--- src/rtl/ddr_wr_mask_gen.sv ---
module ddr_wr_mask_gen #(
  parameter int BYTES = 4,
  parameter int BL_W  = 2,
  localparam int MAX_PAIRS = 1 << ((1 << BL_W) - 1),
  localparam int REM_W = $clog2(MAX_PAIRS + 1),
  localparam int CNT_W = $clog2(2 * MAX_PAIRS + 1)
) (
  input  logic             clk,
  input  logic             rst_n,
  input  logic             wr_cmd,
  input  logic [BL_W-1:0]  wr_bl,
  input  logic             pre_cmd,
  input  logic [BYTES-1:0] um_rise,
  input  logic [BYTES-1:0] um_fall,
  output logic [BYTES-1:0] dm_rise,
  output logic [BYTES-1:0] dm_fall,
  output logic             dqs_oe,
  output logic             beat_act,
  output logic [CNT_W-1:0] valid_beats
);

  logic [REM_W-1:0] rem, plen;
  logic [CNT_W-1:0] cnt;
  logic             pend, post, cut;

  always_ff @(posedge clk) begin
    if (!rst_n) begin
      rem  <= '0;
      plen <= '0;
      cnt  <= '0;
      pend <= 1'b0;
      post <= 1'b0;
      cut  <= 1'b0;
    end else begin
      if (pend) begin
        rem <= plen;
        cut <= 1'b0;
        cnt <= '0;
      end else begin
        if (rem != '0) rem <= rem - 1'b1;
        if (rem != '0 && !cut) cnt <= cnt + CNT_W'(2);
        if (pre_cmd && rem > REM_W'(1)) cut <= 1'b1;
      end
      pend <= wr_cmd;
      if (wr_cmd) plen <= REM_W'(1) << wr_bl;
      post <= (rem == REM_W'(1)) && !pend;
    end
  end

  assign beat_act    = (rem != '0);
  assign dqs_oe      = beat_act | pend | post;
  assign dm_rise     = (!beat_act || cut) ? '1 : um_rise;
  assign dm_fall     = (!beat_act || cut) ? '1 : um_fall;
  assign valid_beats = cnt;

endmodule


--- config.mk ---
export PLATFORM = sky130hd
export DESIGN_NAME = ddr_wr_mask_gen
export DESIGN_NICKNAME = d
export VERILOG_FILES = /design/src/rtl/ddr_wr_mask_gen.sv
export SDC_FILE = /design/constraint.sdc
export NUM_CORES = 1
export LEC_CHECK = 0
export ABC_AREA = 1
export BUFFER_PORTS_ARGS = -buffer_cell sky130_fd_sc_hd__buf_2
export CAP_MARGIN = 20
export CORE_MARGIN = 2
export CORE_UTILIZATION = 43
export CTS_CLUSTER_DIAMETER = 50
export DETAILED_ROUTE_END_ITERATION = 6
export GPL_ROUTABILITY_DRIVEN = 0
export PLACE_DENSITY = 0.83
export SYNTH_ARGS = -nofsm -noshare
export SYNTH_HDL_FRONTEND = slang
export SYNTH_SLANG_ARGS = --single-unit
--- constraint.sdc ---
create_clock -name clk -period 1.1 [get_ports clk]
set_clock_uncertainty 0.05 [all_clocks]
set_input_delay 0 -clock clk [delete_from_list [all_inputs] [get_ports clk]]
set_output_delay 0 -clock clk [all_outputs]
set_load 0.01 [all_outputs]
==> impl_summary.log <==
[metrics] Routed wire per std cell: around 12 um
[metrics] violated checks: setup timing
[metrics] number of cell rows: 15
[metrics] number of hold violations in the final report: 0
[metrics] number of detailed-route iterations in the first pass: 4
[metrics] root cell of the clock tree: sky130_fd_sc_hd__clkbuf_4
[metrics] minimum hold slack: 0.217 ns
[metrics] kind of launch point of the worst setup path: flop
[metrics] capturing point of the worst reg2reg path: rem[1]
[metrics] remaining antenna violation count after routing: 0
[metrics] WL final: 2200 um
[metrics] post-CTS clock slew at the launch and capture registers of the worst setup and hold paths: 0.09 ns
[metrics] summed area of non-filler cells in the final layout: 0.00123 mm^2
[metrics] Register-to-Register Path Depth: 9
[metrics] peak clock frequency supported by timing: 711 MHz
[metrics] wire length of the first global-routing pass: about 3100 um
[metrics] synth unique cells: 21
[metrics] worst endpoint data arrival time: approximately 1.4 ns
[metrics] Port Buf Inserts: 27
[metrics] antenna violations before repair: 0
[metrics] CTS sink count: 15
[metrics] overall power of the completed layout: 0.00324 W
[metrics] number of buffers created by CTS: 3
[metrics] number of standard cells in the final layout excluding fillers: around 190
[metrics] Std-Cell Core Area: 0.00175 mm^2
[metrics] count of placed standard cells including taps: 168
[metrics] final antenna diode count: 0
[metrics] final slew viol count: 0
[metrics] die area: 0.00224 mm^2
[metrics] grt ovf: 0
[metrics] number of vias per cell after detailed routing: 4.85
[metrics] launching point of the worst reg2reg path: rem[1]
[metrics] overall global routing resource usage: 19.9%
[metrics] worst min-delay path class: in2out
[metrics] Initial DRC Count: 13
[metrics] Clock Path Buffers: 2
[metrics] maximum VDD drop: 1380 uV
[metrics] share of final-layout standard cells stronger than drive strength 1: 40.0%
[metrics] die width: approximately 47 um
[metrics] crit path capture type: output pin
[metrics] Period Utilization, post-route: 128%
[metrics] setup ws final: -0.307 ns
[metrics] clock tree from TritonCTS: built
[metrics] final critical-path required period: 1.41 ns
[metrics] cell area after placement: 0.00103 mm^2
[metrics] capturing instance or port of the critical path: dm_fall[0]
[metrics] count of endpoints failing setup in the final report: 20
[metrics] # H-tree levels: 1
[metrics] number of warnings issued by yosys: 0
[metrics] post-synthesis sequential area ratio: 37.2%
[metrics] Clock Latency Late Sink: 0.28 ns
[metrics] total number of vias: 898
[metrics] post-synthesis instance area: around 810 um^2
[metrics] number of placed I/O pins: 29
[metrics] placed wire-length estimate after detailed placement: 1440 um
[metrics] post-synthesis average cell area: just over 7 um^2
[metrics] Post-Syn Nets: 130
[metrics] Die Height: 47.3 um
[metrics] reg2reg setup slack: -0.24 ns
[metrics] critical path peak fanout: 5
[metrics] Mapped Cells: 112
[metrics] setup repair after global routing missed its margin: yes
[metrics] via count of the first global-routing pass: 808
[metrics] Layout Nets: ~180
[metrics] maximum number of pins on one net before global-route repair: 9
[metrics] setup TNS after final layout: -4.19 ns
[metrics] DRC viols: 0
[metrics] Syn-to-layout area delta: 52.9%
[metrics] initial standard-cell utilization of the core: 46.2%
[metrics] kind of critical path: reg2out
[metrics] launching instance or port of the critical path: rem[0]
[metrics] areal power density over the cells: 2630 mW/mm^2
[metrics] Leak Pwr: 0.579 nW
[metrics] reported max-cap violation count: 0
[metrics] worst endpoint required time: 1.05 ns
[metrics] FF+latch count, synth: 15
[metrics] result of the run: complete, but fails checks
-- synthesized netlist by cell type --
library cell,n,share of area [%]
sky130_fd_sc_hd__nand2_1,21,9.8
sky130_fd_sc_hd__dfxtp_1,15,37
sky130_fd_sc_hd__inv_1,14,6.5
sky130_fd_sc_hd__nor2_1,12,5.6
sky130_fd_sc_hd__a21oi_1,10,6.2
sky130_fd_sc_hd__nand3_1,8,5.0
sky130_fd_sc_hd__or2_1,8,6.2
sky130_fd_sc_hd__o21ai_0,5,3.1
sky130_fd_sc_hd__ha_1,4,6.2
sky130_fd_sc_hd__nand2_2,2,1.6
sky130_fd_sc_hd__nand2_4,2,2.8
sky130_fd_sc_hd__nand4_1,2,1.6
sky130_fd_sc_hd__a21boi_0,1,0.93
sky130_fd_sc_hd__a21oi_2,1,1.1
sky130_fd_sc_hd__buf_4,1,0.93
sky130_fd_sc_hd__buf_6,1,1.4
sky130_fd_sc_hd__conb_1,1,0.46
sky130_fd_sc_hd__inv_2,1,0.46
sky130_fd_sc_hd__nor2_4,1,1.4
sky130_fd_sc_hd__o211ai_1,1,0.93
sky130_fd_sc_hd__or2_2,1,0.78
-- stage by stage --
step | utilization, % | setup WS [ns]
6_report | 70.7 | -0.307
5_1_grt | 70.7 | -0.379
3_3_place_gp | 58.9 | -0.0165
2_1_floorplan | - | 0.00798
4_1_cts | 65.8 | -0.286
3_5_place_dp | 58.9 | -0.0806
-- power breakdown --
part | total [W] | switching (W) | internal, W
Combinational | 0.00215 | 0.00104 | 0.00111
Sequential | 0.000782 | 0.000114 | 0.000668
Clock | 0.000312 | 0.000171 | 0.000141
Total | 0.00324 | 0.00132 | 0.00192
-- worst min path at each step --
stage                     startpoint         end  slack (ns)  cells after the start
after global routing      um_fall[3]  dm_fall[3]        0.23                      3
after global placement       pre_cmd         cut        0.21                      3
after CTS                 um_fall[3]  dm_fall[3]        0.21                      3
final                     um_rise[2]  dm_rise[2]        0.22                      3
after floorplan               wr_cmd        pend        0.04                      2
after detailed placement     pre_cmd         cut        0.21                      3
-- layer usage --
| layer | share of wire (%) | global-route usage [%] | vias up |
|---|---|---|---|
| met4 | 0.27 | 6.67 | 0 |
| met2 | 56 | 42.7 | 40 |
| met1 | 36 | 18.3 | 408 |
| met3 | 7.0 | 2.31 | 2 |
| met5 | 0 | 0 | - |
| li1 | - | - | 448 |
-- worst max-delay path: stages (launching register included) --
cell                      delay [ns]
sky130_fd_sc_hd__dfxtp_2        0.35
sky130_fd_sc_hd__inv_2          0.05
sky130_fd_sc_hd__ha_4           0.17
sky130_fd_sc_hd__nand2_4        0.08
sky130_fd_sc_hd__nand2_4        0.06
sky130_fd_sc_hd__or2_1          0.22
sky130_fd_sc_hd__buf_2          0.15
-- flip-flops by register name, summed over array words and instances (netlist names) --
name / flops
rem: 4
plen: 4
valid_beats: 4
cut: 1
pend: 1
post: 1
-- area by class of cell --
class                   count  area (um^2)
multi-input cells          81          490
fillers                   153          512
flip-flops and latches     15          304
clock buffers               4         26.3
well taps                  25         31.3
inverters                  15         58.8
repair buffers             45          323
-- cells in the final DEF (no fill, tap or decap), types with 2 or more instances in the layout --
cell type                       Yosys  layout
sky130_fd_sc_hd__nand3_1            8       8
sky130_fd_sc_hd__buf_6              1       6
sky130_fd_sc_hd__inv_2              1       2
sky130_fd_sc_hd__clkbuf_4           0       3
sky130_fd_sc_hd__o21ai_2            0       2
sky130_fd_sc_hd__dlygate4sd3_1      0       5
sky130_fd_sc_hd__a21oi_1           10       8
sky130_fd_sc_hd__nor2_1            12      12
sky130_fd_sc_hd__dfxtp_1           15      12
sky130_fd_sc_hd__or2_1              8       8
sky130_fd_sc_hd__nand2_2            2       3
sky130_fd_sc_hd__nand4_1            2       2
sky130_fd_sc_hd__nand2_1           21      21
sky130_fd_sc_hd__inv_1             14      12
sky130_fd_sc_hd__nand2_4            2       2
sky130_fd_sc_hd__buf_2              0      25
sky130_fd_sc_hd__ha_4               0       2
sky130_fd_sc_hd__buf_4              1       8
sky130_fd_sc_hd__o21ai_1            0       3
sky130_fd_sc_hd__a21oi_2            1       2
sky130_fd_sc_hd__dfxtp_2            0       3
-- what timing repair did --
action	4_1_cts	5_1_grt
hold buffers	5	0
gates cloned	1	0
gates resized for setup	10	11
buffers inserted	3	6
setup endpoints to repair	18	20
hold endpoints to repair	10	0
pin swaps	2	11
-- kinds of logic (layout without fill, tap and decap cells) --
family,count (synthesis),after routing,synth area share [%]
compound gates,18,18,12.2
other cells,1,1,0.465
flops,15,15,37.2
buf+inv,17,64,9.30
simple gates,57,58,34.6
fa+ha+maj,4,4,6.20
Power figures use the tool's default switching activity.
